## src/rtl/can_arb_pkg.sv

```systemverilog
package can_arb_pkg;

  localparam logic [3:0] MB_CODE_EMPTY   = 4'h4;
  localparam logic [3:0] MB_CODE_FULL    = 4'h2;
  localparam logic [3:0] MB_CODE_OVERRUN = 4'h6;
  localparam logic [3:0] MB_CODE_RANSWER = 4'hA;

  typedef enum logic [2:0] {
    OUT_NONE = 3'd0,
    OUT_MB   = 3'd1,
    OUT_FIFO = 3'd2,
    OUT_OVF  = 3'd3,
    OUT_DROP = 3'd4
  } arb_out_e;

endpackage

```

## src/rtl/can_mb_classify.sv

```systemverilog
module can_mb_classify
  import can_arb_pkg::*;
#(
  parameter int NUM_MB = 16
) (
  input  logic [NUM_MB-1:0]   match_i,
  input  logic [4*NUM_MB-1:0] code_i,
  input  logic [NUM_MB-1:0]   unlocked_i,
  input  logic                is_remote_i,
  input  logic                rmt_store_i,
  output logic [NUM_MB-1:0]   free_o,
  output logic [NUM_MB-1:0]   occ_o
);

  // data-style storage applies to data frames and to stored remote frames
  logic data_rules;
  assign data_rules = ~is_remote_i | rmt_store_i;

  for (genvar g = 0; g < NUM_MB; g++) begin : g_mb
    logic [3:0] code;
    logic       known;
    logic       free_data;
    logic       free_rmt;
    logic       is_free;

    assign code  = code_i[4*g +: 4];
    assign known = (code == MB_CODE_EMPTY) || (code == MB_CODE_FULL) ||
                   (code == MB_CODE_OVERRUN) || (code == MB_CODE_RANSWER);

    assign free_data = (code == MB_CODE_EMPTY) ||
                       (((code == MB_CODE_FULL) || (code == MB_CODE_OVERRUN)) &&
                        unlocked_i[g]);
    assign free_rmt  = (code == MB_CODE_RANSWER);
    assign is_free   = data_rules ? free_data : free_rmt;

    assign free_o[g] = match_i[g] & known & is_free;
    assign occ_o[g]  = match_i[g] & known & ~is_free;
  end

endmodule

```

## src/rtl/can_prio_find.sv

```systemverilog
module can_prio_find #(
  parameter int NUM_MB   = 16,
  parameter bit FROM_LOW = 1'b1,
  localparam int IDX_W   = (NUM_MB > 1) ? $clog2(NUM_MB) : 1
) (
  input  logic [NUM_MB-1:0] hit_i,
  output logic              found_o,
  output logic [IDX_W-1:0]  idx_o
);

  if (FROM_LOW) begin : g_low
    always_comb begin
      found_o = 1'b0;
      idx_o   = '0;
      for (int i = NUM_MB - 1; i >= 0; i--) begin
        if (hit_i[i]) begin
          found_o = 1'b1;
          idx_o   = IDX_W'(i);
        end
      end
    end
  end else begin : g_high
    always_comb begin
      found_o = 1'b0;
      idx_o   = '0;
      for (int i = 0; i < NUM_MB; i++) begin
        if (hit_i[i]) begin
          found_o = 1'b1;
          idx_o   = IDX_W'(i);
        end
      end
    end
  end

endmodule

```

## src/rtl/can_rx_winner_arb.sv

```systemverilog
module can_rx_winner_arb
  import can_arb_pkg::*;
#(
  parameter int  NUM_MB = 16,
  localparam int IDX_W  = (NUM_MB > 1) ? $clog2(NUM_MB) : 1
) (
  input  logic                clk,
  input  logic                rst_n,
  input  logic                dlc_done_i,
  input  logic                is_remote_i,
  input  logic [NUM_MB-1:0]   mb_match_i,
  input  logic [4*NUM_MB-1:0] mb_code_i,
  input  logic [NUM_MB-1:0]   mb_unlocked_i,
  input  logic                fifo_en_i,
  input  logic                fifo_match_i,
  input  logic                fifo_full_i,
  input  logic                mb_first_i,
  input  logic                queue_en_i,
  input  logic                rmt_store_i,
  output logic                res_valid_o,
  output logic                win_mb_o,
  output logic [IDX_W-1:0]    win_idx_o,
  output logic                mb_ovr_o,
  output logic                win_fifo_o,
  output logic                fifo_ovf_o,
  output logic                drop_o
);

  logic [NUM_MB-1:0] free_vec;
  logic [NUM_MB-1:0] occ_vec;
  logic              any_free, any_occ_lo, any_occ_hi;
  logic [IDX_W-1:0]  free_idx, occ_lo_idx, occ_hi_idx;

  can_mb_classify #(.NUM_MB(NUM_MB)) i_classify (
    .match_i     (mb_match_i),
    .code_i      (mb_code_i),
    .unlocked_i  (mb_unlocked_i),
    .is_remote_i (is_remote_i),
    .rmt_store_i (rmt_store_i),
    .free_o      (free_vec),
    .occ_o       (occ_vec)
  );

  can_prio_find #(.NUM_MB(NUM_MB), .FROM_LOW(1'b1)) i_free_find (
    .hit_i (free_vec), .found_o (any_free), .idx_o (free_idx)
  );

  can_prio_find #(.NUM_MB(NUM_MB), .FROM_LOW(1'b1)) i_occ_lo_find (
    .hit_i (occ_vec), .found_o (any_occ_lo), .idx_o (occ_lo_idx)
  );

  can_prio_find #(.NUM_MB(NUM_MB), .FROM_LOW(1'b0)) i_occ_hi_find (
    .hit_i (occ_vec), .found_o (any_occ_hi), .idx_o (occ_hi_idx)
  );

  // ---------------- decision (next state) ----------------
  logic             fifo_hit;
  logic             fifo_ok;
  arb_out_e         dec_kind;
  logic [IDX_W-1:0] dec_idx;
  logic             dec_ovr;

  assign fifo_hit = fifo_en_i & fifo_match_i;
  assign fifo_ok  = fifo_hit & ~fifo_full_i;

  always_comb begin
    dec_kind = OUT_DROP;
    dec_idx  = '0;
    dec_ovr  = 1'b0;
    if (!mb_first_i && fifo_ok) begin
      dec_kind = OUT_FIFO;
    end else if (any_free) begin
      dec_kind = OUT_MB;
      dec_idx  = free_idx;
    end else if (any_occ_lo) begin
      if (queue_en_i && fifo_ok) begin
        dec_kind = OUT_FIFO;
      end else begin
        dec_kind = OUT_MB;
        dec_ovr  = 1'b1;
        dec_idx  = queue_en_i ? occ_hi_idx : occ_lo_idx;
      end
    end else if (fifo_hit) begin
      dec_kind = fifo_full_i ? OUT_OVF : OUT_FIFO;
    end
  end

  arb_out_e         kind_d, kind_q;
  logic [IDX_W-1:0] idx_d, idx_q;
  logic             ovr_d, ovr_q;
  logic             vld_d, vld_q;
  logic             res_en;

  // result registers load on a trigger and on the cycle after, to clear
  assign res_en = dlc_done_i | vld_q;

  always_comb begin
    vld_d  = dlc_done_i;
    kind_d = dlc_done_i ? dec_kind : OUT_NONE;
    idx_d  = (dlc_done_i && dec_kind == OUT_MB) ? dec_idx : '0;
    ovr_d  = dlc_done_i & dec_ovr;
  end

  // ---------------- registers ----------------
  always_ff @(posedge clk or negedge rst_n) begin
    if (!rst_n) begin
      vld_q  <= 1'b0;
      kind_q <= OUT_NONE;
      idx_q  <= '0;
      ovr_q  <= 1'b0;
    end else if (res_en) begin
      vld_q  <= vld_d;
      kind_q <= kind_d;
      idx_q  <= idx_d;
      ovr_q  <= ovr_d;
    end
  end

  assign res_valid_o = vld_q;
  assign win_mb_o    = (kind_q == OUT_MB);
  assign win_fifo_o  = (kind_q == OUT_FIFO);
  assign fifo_ovf_o  = (kind_q == OUT_OVF);
  assign drop_o      = (kind_q == OUT_DROP);
  assign win_idx_o   = idx_q;
  assign mb_ovr_o    = ovr_q;

  // ---------------- assertions ----------------
  a_r2_valid_follows_trigger: assert property (@(posedge clk) disable iff (!rst_n)
    dlc_done_i |=> res_valid_o);

  a_r2_no_valid_without_trigger: assert property (@(posedge clk) disable iff (!rst_n)
    !dlc_done_i |=> !res_valid_o);

  a_r2_idle_outputs_zero: assert property (@(posedge clk) disable iff (!rst_n)
    !res_valid_o |-> !(win_mb_o || win_fifo_o || fifo_ovf_o || drop_o || mb_ovr_o));

  a_r3_one_outcome: assert property (@(posedge clk) disable iff (!rst_n)
    res_valid_o |-> $countones({win_mb_o, win_fifo_o, fifo_ovf_o, drop_o}) == 1);

  a_r3_ovr_needs_mb: assert property (@(posedge clk) disable iff (!rst_n)
    mb_ovr_o |-> win_mb_o);

  a_r6_winner_matched: assert property (@(posedge clk) disable iff (!rst_n)
    win_mb_o |-> (($past(mb_match_i) >> win_idx_o) & 1) == 1);

  a_r9_overflow_needs_full: assert property (@(posedge clk) disable iff (!rst_n)
    fifo_ovf_o |-> $past(fifo_full_i && fifo_match_i && fifo_en_i));

  a_r9_drop_fifo_missed: assert property (@(posedge clk) disable iff (!rst_n)
    drop_o |-> $past(!(fifo_en_i && fifo_match_i)));

  a_r11_fifo_needs_enable: assert property (@(posedge clk) disable iff (!rst_n)
    win_fifo_o |-> $past(fifo_en_i && fifo_match_i && !fifo_full_i));

endmodule

```

## config.mk

```make
export PLATFORM = sky130hd
export DESIGN_NAME = can_rx_winner_arb
export DESIGN_NICKNAME = d
export VERILOG_FILES = /design/src/rtl/can_arb_pkg.sv /design/src/rtl/can_mb_classify.sv /design/src/rtl/can_prio_find.sv /design/src/rtl/can_rx_winner_arb.sv
export SDC_FILE = /design/constraint.sdc
export NUM_CORES = 1
export LEC_CHECK = 0
export BUFFER_PORTS_ARGS = -buffer_cell sky130_fd_sc_hd__clkbuf_2
export CORE_MARGIN = 5
export CORE_UTILIZATION = 49
export DETAILED_ROUTE_END_ITERATION = 12
export PLACE_DENSITY = 0.85
export SLEW_MARGIN = 25
export SYNTH_ARGS = -nofsm -noshare
export SYNTH_HDL_FRONTEND = slang
export SYNTH_SLANG_ARGS = --single-unit
```

## constraint.sdc

```tcl
create_clock -name clk -period 2.3 [get_ports clk]
set_input_delay 0 -clock clk [delete_from_list [all_inputs] [get_ports clk]]
set_output_delay 0 -clock clk [all_outputs]
set_load 0.1 [all_outputs]
```

After elaboration in Yosys (flattened, before gate mapping). Index checks and enable logic that the tools add are counted.

Eq/ne operators: 69. Muxes and demuxes: 112. Bitwise gates (word level): 71. Reduce and logical (&&, ||, !) cells: 100.

Operators by type and width (number): $mux 4 (46); $eq 4x3->1 const B (32); $logic_or 1x1->1 (80); $eq 4x2->1 const B (16); $eq 4x4->1 const B (16); $mux 1 (54); $and 1x1->1 (51); $mux 3 (9); $logic_and 1x1->1 (19); $not 1->1 (18); $eq 3x1->1 const B (2); $eq 3x2->1 const B (2); $mux 2 (3); $eq 3x3->1 const B (1); $or 1x1->1 (2); $logic_not 1->1 (1).

Flip-flop bits (word level): 9. Input bits: 106. Output and inout port bits: 10. Logic and storage cells: 356.

Logic depth before layout (Yosys ltp). Gate-level depths: netlist (run 1).

Depth after elaboration: 29. Gate-level depth with buffers: 11. Gate-level depth less buffers: 9.

Cells and area by module. From an unflattened synthesis (run 1), not the netlist that was laid out.

Cells, all modules: 317. Area, all modules: 2192.1 µm².

By module, submodules not included: can_mb_classify (times used 1, cells each 168, area each 1117.3 µm², sequential area each 0.0 µm²); can_rx_winner_arb (times used 1, cells each 54, area each 555.5 µm², sequential area each 225.2 µm²); can_prio_find (i_free_find ...) (times used 2, cells each 33, area each 178.9 µm², sequential area each 0.0 µm²); can_prio_find (i_occ_hi_find) (times used 1, cells each 29, area each 161.4 µm², sequential area each 0.0 µm²).

Least setup slack after synthesis (run 1). Ideal clock, no wire load.

Path type: register to output. Start: register kind_q[2]. End: output win_fifo_o. Arrival time: 2.615 ns. Required time: 2.300 ns. Setup slack: -0.315 ns. Stages on the path, launching flop included: 2. Buffers on the path: 0. Path through: dfrtp_1 nor3b_1.

Longest elaborated chain between the ends: 1.

Ends and longest elaborated chain: start, declared (line can_rx_winner_arb.sv:88) `arb_out_e kind_d, kind_q;`; start signal, assigned (line can_rx_winner_arb.sv:113) `kind_q <= kind_d;`; $eq 3x2->1 (line can_rx_winner_arb.sv:121) `assign win_fifo_o = (kind_q == OUT_FIFO);`; end, declared (line can_rx_winner_arb.sv:24) `output logic win_fifo_o,`.

No other way between the ends.

Worst setup path after layout (run 1).
Start: input rmt_store_i. End: register idx_q[1] (netlist: win_idx_o[1]).

Longest elaborated chain between the ends: 26. Elaborated cells on any way between the ends: 154. Those cells by class: eq/ne: 1; mux: 103; bitwise: 49; reduce/logical: 1.

Ends and longest elaborated chain: start, declared (line can_rx_winner_arb.sv:19) `input logic rmt_store_i,`; $or 1x1->1 (*) (line can_mb_classify.sv:17) `assign data_rules = ~is_remote_i | rmt_store_i;`; $mux 1 (line can_mb_classify.sv:34) `assign is_free = data_rules ? free_data : free_rmt;`; $not 1->1 (line can_mb_classify.sv:37) `assign occ_o[g] = match_i[g] & known & ~is_free;`; $and 1x1->1 (line can_mb_classify.sv:37); $mux 1 or $mux 4 (tied branches) (16 in series) (line can_prio_find.sv:16) `if (hit_i[i]) begin`; $mux 3 or $mux 4 (tied branches) (line can_rx_winner_arb.sv:75, can_rx_winner_arb.sv:81); $mux 3 or $mux 4 (tied branches) (line can_rx_winner_arb.sv:72, can_rx_winner_arb.sv:76); $mux 3 or $mux 4 (tied branches) (line can_rx_winner_arb.sv:70, can_rx_winner_arb.sv:75); $eq 3x1->1 or $mux 4 (tied branches) (line can_rx_winner_arb.sv:100, can_rx_winner_arb.sv:72); $logic_and 1x1->1 or $mux 4 (tied branches) (line can_rx_winner_arb.sv:100, can_rx_winner_arb.sv:70); $mux 4 (*) (line can_rx_winner_arb.sv:100) `idx_d = (dlc_done_i && dec_kind == OUT_MB) ? dec_idx : '0;`; end signal, assigned (line can_rx_winner_arb.sv:114) `idx_q <= idx_d;`; end, declared (line can_rx_winner_arb.sv:89) `logic [IDX_W-1:0] idx_d, idx_q;`.

Every way passes the cells marked *; elsewhere a longest branch is shown, timed or not. A chain may end at the register's enable or synchronous reset.

==> metrics.txt, run 1 <==
worst-margin pin slew around 750 ps; CTS Root Cell clkbuf_8; vias in the first global route roughly 2,700; DIE WIDTH about 75 um; CP arrival between 2000 and 2500 ps; Mapped Nets just under 400; reg2reg start res_valid_o$_DFFE_PN0P_; final WL roughly 6800 um; Yosys reg bits 9; H-tree Lvls 1; Antenna diodes 0; post-synthesis async set-or-reset flop share 100.0%; crit path launch type input port; final setup vio count 0; wire per inst ~14 um; area delta synth->final 43.66%; Worst slew margin between 40% and 50%; GRT Total Usage 23.25%; share of post-route cells with drive strength above 1 38.71%; post-synth top area share 10.98%; maximum VDD drop between 0.15 and 0.2 mV; largest net degree at the start of global routing 33; clock sinks 9; kind of critical path in2reg; post-route setup slack about 180 ps; Final Cell Area about 0.0029 sq mm; Starting Density about half; R2R depth 2; largest cells by area after synthesis dfrtp_1 11%, nor2_1 9.5%, nand2b_1 6.1%, nand2_1 6.0%, nor4bb_1 4.9%; # DRC 0; setup bufs post-CTS 0; outcome finished clean; IO Count 116; drt via density ~5.9; Synth Instances 290; Placer Congestion between 0.9 and 1; Max Clk Rate 472.0 MHz; via count between 2,000 and 3,000; number of CTS-inserted buffers 3; mapped cell area around 0.002 sq mm; RSZ-0062 raised after global routing false; DP Wirelength approximately 5800 um; Overflow after GRT 0; initial antenna violation count 0; Final Max Tran Viols 0; R2R Setup Slk approximately 1300 ps; DR iter-0 viols about 210; DIE AREA between 0.005 and 0.006 sq mm; sequential area share after synthesis approximately 11%; MaxCap Viol Count 0; LEAKAGE 1.460 nW; PwrDens 363.5 mW/mm^2; Placed Area between 0.002 and 0.003 sq mm; Avg Cell Area, Syn just over 7 sq um; # rows 23; antenna viol nets, final 0; CTS clk-pin slew, worst paths about 40 ps; fin crit period around 2100 ps; Initial DRT Pass Iterations 5; Die Ht between 70 and 80 um; post-synth top area cell dfrtp_1; number of synthesized flops with an enable pin 0; period utilisation layout 92.11%; largest buffer count on any clock path 2; ys flop type dfrtp_1; final hold violations 0; core area 0.004029 sq mm; worst slack at placement -111.3 ps; Setup crit end kind flip-flop; Synthesis Warnings 0; HP Class in2async; Worst-Skew Late Latency approximately 240 ps; Port Buffers 115; largest fanout on the critical path 16; first-pass GRT wire length 10,720 um; CP Data Required Time about 2500 ps; library cells used by synthesis 60; fin nets roughly 540; Fin Clk Skew between 3 and 4 ps; Reg-to-Reg End win_idx_o[0]$_DFFE_PN0P_; CTS tree yes
report_power, final:
part / total, mW / switching (mW) / internal [mW]
Clock: 0.183 / 0.0627 / 0.121
Sequential: 0.198 / 0.0163 / 0.181
Combinational: 0.691 / 0.430 / 0.260
Yosys cell counts (7+ instances only):
cell type  number
nor2b_1         8
dfrtp_1         9
o21ai_1        18
a21oi_1        11
nor4bb_1       10
nand4_1         8
or4bb_1         7
nor3_1          8
o211ai_1        7
nor2_1         52
nand2_1        33
nand2b_1       20
what timing repair did:
item | CTS | global route
hold endpoints to repair | 10 | 0
endpoints found under the setup margin | 0 | 4
resized for setup | 0 | 3
hold buffers | 2 | 0
routing by layer:
layer	part of all wire [%]	wire length, um	global-route usage (%)
met3	7.7	522	2.136
met4	0.78	53	4.941
met5	0	0	0
met1	40	2722	28.50
met2	52	3523	43.80
layout by cell type (no fill, tap or decap), drive strengths merged, types with 4 or more instances in the layout:
| cell | instances |
|---|---|
| o211ai | 7 |
| dfrtp | 9 |
| a2111oi | 11 |
| or4bb | 7 |
| a31oi | 4 |
| nand2b | 21 |
| a21o | 4 |
| clkbuf | 119 |
| buf | 29 |
| nand4 | 8 |
| nand2 | 33 |
| nor3b | 4 |
| nand4bb | 5 |
| nor4bb | 10 |
| mux2i | 4 |
| nor2b | 8 |
| a21oi | 11 |
| nor3 | 8 |
| nor2 | 52 |
| o21ai | 26 |
critical path, stage by stage:
cell and delay [ps]:
clkbuf_2 100, and2b_2 340, and4b_1 260, o21ai_1 170
nand4_1 200, or4_4 570, a2111oi_4 390, o211ai_1 150
nand3_1 100
state kept, by name (all words and copies together) (netlist names):
| register | flops |
|---|---|
| win_idx_o | 4 |
| mb_ovr_o | 1 |
| kind_q | 3 |
| res_valid_o | 1 |
worst max path at each step:
stage | from | end | slack, ps
finish | rmt_store_i | win_idx_o[1]$_DFFE_PN0P_ | 180
global route | rmt_store_i | kind_q[0]$_DFFE_PN0P_ | 2
CTS | rmt_store_i | win_idx_o[0]$_DFFE_PN0P_ | 130
detailed placement | rmt_store_i | win_idx_o[0]$_DFFE_PN0P_ | -110
global placement | rmt_store_i | win_idx_o[0]$_DFFE_PN0P_ | -30
floorplan | kind_q[2]$_DFFE_PN0P_ | win_fifo_o | -310
layout make-up:
class / instances / area (sq um)
Multi-Input combinational cell: 271 / 1774
Fill cell: 320 / 1081
Timing Repair Buffer: 146 / 825.8
Sequential cell: 9 / 225.2
Tap cell: 50 / 62.56
Clock buffer: 4 / 45.04
Inverter: 4 / 15.01
cells by family (layout without fill, tap and decap cells):
| family | after synthesis | in the layout | share of synthesized area [%] |
|---|---|---|---|
| mux | 4 | 4 | 1.951 |
| buf+inv | 11 | 154 | 3.353 |
| compound gates | 88 | 88 | 32.56 |
| flops | 9 | 9 | 10.98 |
| simple gates | 178 | 179 | 51.16 |
through the flow:
step                instances  TNS, ps  hold slack, ps  util, %  power [mW]
floorplan                 290   -628.1          -295.6        -      0.6469
global placement          477   -26.16          -140.2    71.27      0.8590
detailed placement        477   -209.2          -138.6    71.27      0.8777
CTS                       483        0           149.1    72.89       1.067
global route              484        0           187.6    73.17       1.133
finish                    484        0           143.8    73.17       1.072
No activity file was read; power rests on OpenSTA's default activity.
==> inputs of run 2 (changes only) <==
--- a/config.mk
+++ b/config.mk
@@ -5,12 +5,13 @@
 export SDC_FILE = /design/constraint.sdc
 export NUM_CORES = 1
 export LEC_CHECK = 0
-export BUFFER_PORTS_ARGS = -buffer_cell sky130_fd_sc_hd__clkbuf_2
+export ABC_AREA = 1
+export BUFFER_PORTS_ARGS = -buffer_cell sky130_fd_sc_hd__buf_2
 export CORE_MARGIN = 5
 export CORE_UTILIZATION = 49
 export DETAILED_ROUTE_END_ITERATION = 12
 export PLACE_DENSITY = 0.85
-export SLEW_MARGIN = 25
+export SLEW_MARGIN = 0
 export SYNTH_ARGS = -nofsm -noshare
 export SYNTH_HDL_FRONTEND = slang
 export SYNTH_SLANG_ARGS = --single-unit
==> run 2 against run 1 <==
  * Routed wire length shrank 20%
  * Via count shrank 5.0%
  * Final cell count grew 17%
==> metrics.txt, run 2 <==
outcome finished clean (unchanged); Worst-Skew Late Latency 240 ps (about the same); commonest non-fill, non-tap cells in the layout 115 x buf_2, 112 x nand2_1, 71 x inv_1, 62 x nor2_1, 20 x o21ai_1 (was 115 x clkbuf_2, 52 x nor2_1, 33 x nand2_1, 28 x buf_4, 20 x nand2b_1); Placer Congestion 0.8538 (was 0.9343); Port Buffers 115 (unchanged); Setup crit end kind flip-flop (unchanged); # rows 23 (unchanged); min-delay src fifo_full_i; Max Clk Rate 546.6 MHz (was 472.0 MHz); first-pass GRT wire length 9011 um (was 10,720 um); MaxCap Viol Count 0 (unchanged); CP Launch Point is_remote_i (was rmt_store_i); largest cells by area after synthesis nand2_1 21%, inv_1 13%, nor2_1 12%, dfrtp_1 11%, o21ai_1 5.0% (was dfrtp_1 11%, nor2_1 9.5%, nand2b_1 6.1%, nand2_1 6.0%, nor4bb_1 4.9%); Placed Area 0.002619 sq mm (was 0.002872 sq mm); Yosys reg bits 9 (unchanged); number of synthesized flops with an enable pin 0 (unchanged); mapped cell area 0.002007 sq mm (was 0.002052 sq mm); final WL 5479 um (was 6821 um); RSZ-0062 raised after global routing false (unchanged); Synthesis Warnings 0 (unchanged); Initial DRT Pass Iterations 4 (was 5); max reg flops 4 (unchanged); sequential area share after synthesis 11.22% (was 10.98%); Top Family by Delay on Critical Path simple AND/OR/NAND/NOR gates (unchanged); kind of critical path in2reg (unchanged); cell mode on critical path nor2_2; core area 0.004000 sq mm (was 0.004029 sq mm); GRT Total Usage 19.59% (was 23.25%); number of CTS-inserted buffers 3 (unchanged); ys flop type dfrtp_1 (unchanged); IO Count 116 (unchanged); initial antenna violation count 0 (unchanged); post-synth top area share 20.95% (was 10.98%); max incr delay on CP 260 ps (was 570 ps); vias in the first global route 2,419 (was 2,663); Starting Density 50.17% (was 50.93%); wire per inst 9.715 um (was 14.09 um); fin nets 621 (was 541); CP bufs+invs 3 (was 1); most common cell after layout, fill and taps aside buf_2 (was clkbuf_2); Final Cell Area 0.002684 sq mm (was 0.002948 sq mm); DIE AREA 0.005476 sq mm (was 0.005582 sq mm); final setup vio count 0 (unchanged); DIE WIDTH 74 um (was 74.71 um); CP Data Required Time 2420 ps (was 2470 ps); list of most frequent post-synthesis cells 112 x nand2_1, 71 x inv_1, 62 x nor2_1, 20 x o21ai_1, 19 x o21ai_0 (was 52 x nor2_1, 33 x nand2_1, 20 x nand2b_1, 18 x o21ai_1, 11 x a21oi_1); share of post-route cells with drive strength above 1 30.35% (was 38.71%); CTS tree yes (unchanged); post-synth top area cell nand2_1 (was dfrtp_1); # DRC 0 (unchanged); Fin Clk Skew 7.963 ps (was 3.408 ps); post-synthesis async set-or-reset flop share 100.0% (unchanged); DP Wirelength 4853 um (was 5808 um); fin crit period 1830 ps (was 2119 ps); Antenna diodes 0 (unchanged); worst-margin pin slew 491.1 ps (was 754.8 ps); cell with the most instances after synthesis nand2_1 (was nor2_1); DR iter-0 viols 90 (was 214); CP max stage cell nand2_4 (was or4_4); H-tree Lvls 1 (unchanged); maximum VDD drop 0.2681 mV (was 0.1713 mV); Overflow after GRT 0 (unchanged); CTS-repair resized insts 0 (unchanged); period utilisation layout 79.55% (was 92.11%); Mapped Nets 502 (was 396); final hold violations 0 (unchanged); clock sinks 9 (unchanged); Avg Cell Area, Syn 5.068 sq um (was 7.076 sq um); crit path launch type input port (unchanged); Die Ht 74 um (was 74.71 um); HP Class in2reg (was in2async); CTS clk-pin slew, worst paths 50 ps (was 40 ps); PwrDens 393.8 mW/mm^2 (was 363.5 mW/mm^2); library cells used by synthesis 36 (was 60); Worst slew margin 67.49% (was 49.25%); drt via density 4.817 (was 5.907); Final Max Tran Viols 0 (unchanged); reg2reg start res_valid_o$_DFFE_PN0P_ (unchanged); area delta synth->final 33.73% (was 43.66%); CTS Root Cell clkbuf_8 (unchanged); largest buffer count on any clock path 2 (unchanged); crit-path cells buf_2 > nand2_4 > o21ai_0 > o22ai_1 > nor2_1 > nor2_2 > nand2_2 > nor2_2 > nand3_2 > inv_2 > or2_4 > inv_2 > o21ai_4 > nor2_2 > o2111ai_1 > nand2_1 (was clkbuf_2 > and2b_2 > and4b_1 > o21ai_1 > nand4_1 > or4_4 > a2111oi_4 > o211ai_1 > nand3_1); Synth Instances 396 (was 290); via count 2,717 (was 2,859); largest fanout on the critical path 27 (was 16); LEAKAGE 1.721 nW (was 1.460 nW); largest net degree at the start of global routing 28 (was 33); CP arrival 1950 ps (was 2290 ps); Final TNS setup 0 ps (unchanged); antenna viol nets, final 0 (unchanged)
## run 2: timing repair
action | in CTS | in global routing
setup buffers | 0 | 0
hold buffers | 2 | 0
hold endpoints to repair | 10 | 0
## run 2: power by group
| part | total, mW | internal (mW) | switching, mW |
|---|---|---|---|
| clock | 0.188 | 0.121 | 0.0670 |
| sequential | 0.200 | 0.183 | 0.0169 |
| combinational | 0.669 | 0.210 | 0.459 |
## run 2: cell type report
| type | instances | area, sq um |
|---|---|---|
| multi-input combinational | 302 | 1448 |
| inverter | 82 | 307.8 |
| timing repair buffer | 117 | 595.6 |
| sequential | 9 | 225.2 |
| tap | 50 | 62.56 |
| fill | 387 | 1316 |
| clock buffer | 4 | 45.04 |
## run 2: final timing paths
path,slack [ps],cells past startpoint,endpoint
min in group asynchronous,160,2,win_idx_o[1]$_DFFE_PN0P_
max in group asynchronous,1950,2,mb_ovr_o$_DFFE_PN0P_
min,90,3,kind_q[0]$_DFFE_PN0P_
max,470,16,win_idx_o[3]$_DFFE_PN0P_
max reg2reg,1250,3,kind_q[0]$_DFFE_PN0P_
min reg2reg,490,2,win_idx_o[2]$_DFFE_PN0P_
## run 2: layer usage
layer  vias up  share of wire [%]  track usage [%]
li1       1490                  -                -
met3        10                8.4            2.297
met1      1127                 41            22.10
met2        90                 49            38.39
met4         0                1.6            5.030
met5         -                  0                0
## run 2: stage by stage
stage | utilization, % | cells | power (mW) | hold WS, ps | worst slack, ps
6_report | 67.09 | 564 | 1.057 | 85.30 | 470.4
3_3_place_gp | 65.47 | 558 | 0.8501 | -144.0 | 326.4
4_1_cts | 67.09 | 564 | 1.055 | 87.76 | 462.4
2_1_floorplan | - | 396 | 0.6805 | -295.6 | -166.8
5_1_grt | 67.09 | 564 | 1.133 | 128.7 | 210.7
3_5_place_dp | 65.47 | 558 | 0.8652 | -140.7 | 243.1
## run 2: kinds of logic (layout without fill, tap and decap cells)
| group | Yosys count | after routing | synth area share, % |
|---|---|---|---|
| buf+inv | 85 | 203 | 16.65 |
| simple gates | 227 | 227 | 48.25 |
| flops | 9 | 9 | 11.22 |
| compound gates | 75 | 75 | 23.88 |
## run 2: tightest hold or removal path, stage by stage
cell and delay [ps]:
buf_2 100, a211oi_1 70, o22ai_1 90
==> inputs of run 3 (changes only) <==
--- a/config.mk
+++ b/config.mk
@@ -8,9 +8,9 @@
 export ABC_AREA = 1
 export BUFFER_PORTS_ARGS = -buffer_cell sky130_fd_sc_hd__buf_2
 export CORE_MARGIN = 5
-export CORE_UTILIZATION = 49
+export CORE_UTILIZATION = 41
 export DETAILED_ROUTE_END_ITERATION = 12
-export PLACE_DENSITY = 0.85
+export PLACE_DENSITY = 0.76
 export SLEW_MARGIN = 0
 export SYNTH_ARGS = -nofsm -noshare
 export SYNTH_HDL_FRONTEND = slang
==> constraint.sdc (replaced) <==
create_clock -name clk -period 1.48 [get_ports clk]
set_input_delay 0 -clock clk [delete_from_list [all_inputs] [get_ports clk]]
set_output_delay 0 -clock clk [all_outputs]
set_load 0.1 [all_outputs]
==> run 3 against run 2 <==
  * The run now ends with negative setup slack left
  * Register-to-register slack worse by 940 ps
  * Non-clock buffer count is 60 higher
  * Global-route usage is 1.3 points higher
  * Combinational power is 110% higher
  * Sequential power is 56% higher
  * Sequential share of layout area is 1.9 points lower
  * Critical path depth is 5 higher
  * Die area is 17% higher
  * Final cell count is 14% higher
  * Total power is 87% higher
  * Largest power group unchanged
==> metrics.txt, run 3 (synthesis results as in run 2) <==
outcome finished, violations left (was finished clean); violated checks negative setup slack; Starting Density 42.49% (was 50.17%); reg2reg start res_valid_o$_DFFE_PN0P_ (unchanged); PwrDens 570.7 mW/mm^2 (was 393.8 mW/mm^2); final WL 7390 um (was 5479 um); sequential share of power 15.7% (was 18.9%); max reg flops 4 (unchanged); min-delay src fifo_full_i (unchanged); crit-path cells buf_8 > inv_12 > nand2_8 > o21ai_2 > inv_2 > nand2_1 > o21a_1 > inv_1 > o21a_1 > nand2_2 > inv_2 > nand3_2 > inv_2 > or2_4 > nor2_4 > inv_4 > a21oi_2 > nand2_1 > nand2_1 > nand2_1 > nand2_1 (was buf_2 > nand2_4 > o21ai_0 > o22ai_1 > nor2_1 > nor2_2 > nand2_2 > nor2_2 > nand3_2 > inv_2 > or2_4 > inv_2 > o21ai_4 > nor2_2 > o2111ai_1 > nand2_1); wire per inst 11.48 um (was 9.715 um); crit path launch type input port (unchanged); largest buffer count on any clock path 2 (unchanged); CTS tree yes (unchanged); maximum VDD drop 0.5042 mV (was 0.2681 mV); fin nets 684 (was 621); DIE AREA 0.006394 sq mm (was 0.005476 sq mm); internal power 991.9 uW (was 513.8 uW); CP Launch Point rmt_store_i (was is_remote_i); Antenna diodes 0 (unchanged); H-tree Lvls 1 (unchanged); CP max stage cell or2_4 (was nand2_4); RSZ-0062 raised after global routing true (was false); number of CTS-inserted buffers 3 (unchanged); commonest non-fill, non-tap cells in the layout 113 x buf_2, 107 x nand2_1, 70 x inv_1, 55 x buf_4, 49 x nor2_1 (was 115 x buf_2, 112 x nand2_1, 71 x inv_1, 62 x nor2_1, 20 x o21ai_1); Fin Clk Skew 2.756 ps (was 7.963 ps); CP arrival 1840 ps (was 1950 ps); max incr delay on CP 260 ps (about the same); MaxCap Viol Count 0 (unchanged); IO Count 116 (unchanged); final setup vio count 8 (was 0); initial antenna violation count 0 (unchanged); Worst slew margin 66.69% (was 67.49%); core area 0.004723 sq mm (was 0.004000 sq mm); drt via density 4.834 (was 4.817); Die Ht 79.97 um (was 74 um); largest net degree at the start of global routing 10 (was 28); Worst-Skew Late Latency 240 ps (about the same); kind of critical path in2reg (unchanged); DP Wirelength 5304 um (was 4853 um); # DRC 0 (unchanged); CP bufs+invs 7 (was 3); Final Cell Area 0.003471 sq mm (was 0.002684 sq mm); Port Buffers 115 (unchanged); Placer Congestion 0.8717 (was 0.8538); Max Clk Rate 601.2 MHz; most common cell after layout, fill and taps aside buf_2 (unchanged); first-pass GRT wire length 11,250 um (was 9011 um); post-route setup slack -183.2 ps (was 470.4 ps); DIE WIDTH 79.97 um (was 74 um); CP Data Required Time 1650 ps (was 2420 ps); CTS Root Cell clkbuf_8 (unchanged); area delta synth->final 72.94% (was 33.73%); CTS clk-pin slew, worst paths 50 ps (about the same); Layout fillers 371 (was 387); Setup crit end kind flip-flop (unchanged); # rows 25 (was 23); cell mode on critical path nand2_1 (was nor2_2); Clock power frac 14.8% (was 17.8%); fin util 73.48% (was 67.09%); GRT Total Usage 20.89% (was 19.59%); Placed Area 0.003027 sq mm (was 0.002619 sq mm); period utilisation layout 112.4%; DR iter-0 viols 235 (was 90); final hold violations 0 (unchanged); antenna viol nets, final 0 (unchanged); HP Class in2reg (unchanged); fin crit period about 1700 ps; via count 3,113 (was 2,717); share of post-route cells with drive strength above 1 46.10% (was 30.35%); Sw Ratio 49.92% (was 51.38%); worst-margin pin slew 503.2 ps (was 491.1 ps); LEAKAGE 2.078 nW (was 1.721 nW); Initial DRT Pass Iterations 4 (unchanged); Top Family by Delay on Critical Path simple AND/OR/NAND/NOR gates (unchanged); vias in the first global route 2,931 (was 2,419); clock sinks 9 (unchanged); Final Max Tran Viols 0 (unchanged); Overflow after GRT 0 (unchanged); Comb pwr share 69.5% (was 63.3%); Tot Pwr 1.981 mW (was 1.057 mW); switching power 988.9 uW (was 543.0 uW); largest fanout on the critical path 5 (was 27)
[run 3: cell types whose count changed in the layout (fill, tap and decap cells not counted), sizes merged]
cell / before / now
buf: 115 / 175
nand2: 116 / 119
[run 3: cell type report]
type / count / area (sq um) / share of cell area (%)
clock buffer: 4 / 45.04 / 1.298
inverter: 82 / 327.8 / 9.445
multi-input combinational: 305 / 1699 / 48.95
sequential: 9 / 225.2 / 6.489
tap: 67 / 83.83 / 2.415
timing repair buffer: 177 / 1090 / 31.40
[run 3: power by group through the flow]
| stage | sequential, mW | clock, mW | combinational [mW] |
|---|---|---|---|
| after CTS | 0.310 | 0.292 | 1.26 |
| after global routing | 0.318 | 0.302 | 1.48 |
| final | 0.312 | 0.293 | 1.38 |
| after global placement | 0.311 | 0 | 1.13 |
| after detailed placement | 0.313 | 0 | 1.16 |
| after floorplan | 0.514 | 0 | 0.562 |
[run 3: through the flow]
stage                     worst slack (ps)  instances  TNS (ps)  hold WS [ps]
after floorplan                     -180.6        396    -807.4        -295.6
after global placement              -445.4        620     -2927        -145.8
after detailed placement            -474.9        620     -3222        -139.6
after CTS                           -119.5        638    -526.6         111.5
after global routing                -334.6        644     -1907         128.8
final                               -183.2        644    -953.6         130.6
[run 3: per-layer routing]
metal / share of wire [%] / track usage, %
met1: 39 / 23.35
met2: 51 / 41.06
met3: 6.9 / 1.919
met4: 3.1 / 5.912
met5: 0 / 0
[run 3: what timing repair did]
action	in CTS	in global routing
hold buffers	2	0
gates cloned	3	0
buffers inserted	10	7
resized for setup	28	50
endpoints found under the hold margin	10	0
setup endpoints to repair	8	8
pin swaps	19	31
[run 3: worst reg2reg max path: stages (launching register included)]
cell     delay [ps]
dfrtp_1         390
nor2_1          350
inv_1           170
o22ai_1         180
[run 3: final timing paths]
kind / endpoint / slack [ps] / depth (start not counted)
setup reg to reg: kind_q[0]$_DFFE_PN0P_ / 310 / 3
hold reg to reg: win_idx_o[2]$_DFFE_PN0P_ / 480 / 2
hold / removal: kind_q[0]$_DFFE_PN0P_ / 130 / 3
setup / recovery: win_idx_o[0]$_DFFE_PN0P_ / -180 / 21
max in group asynchronous: win_idx_o[0]$_DFFE_PN0P_ / 1140 / 2
min in group asynchronous: res_valid_o$_DFFE_PN0P_ / 160 / 2
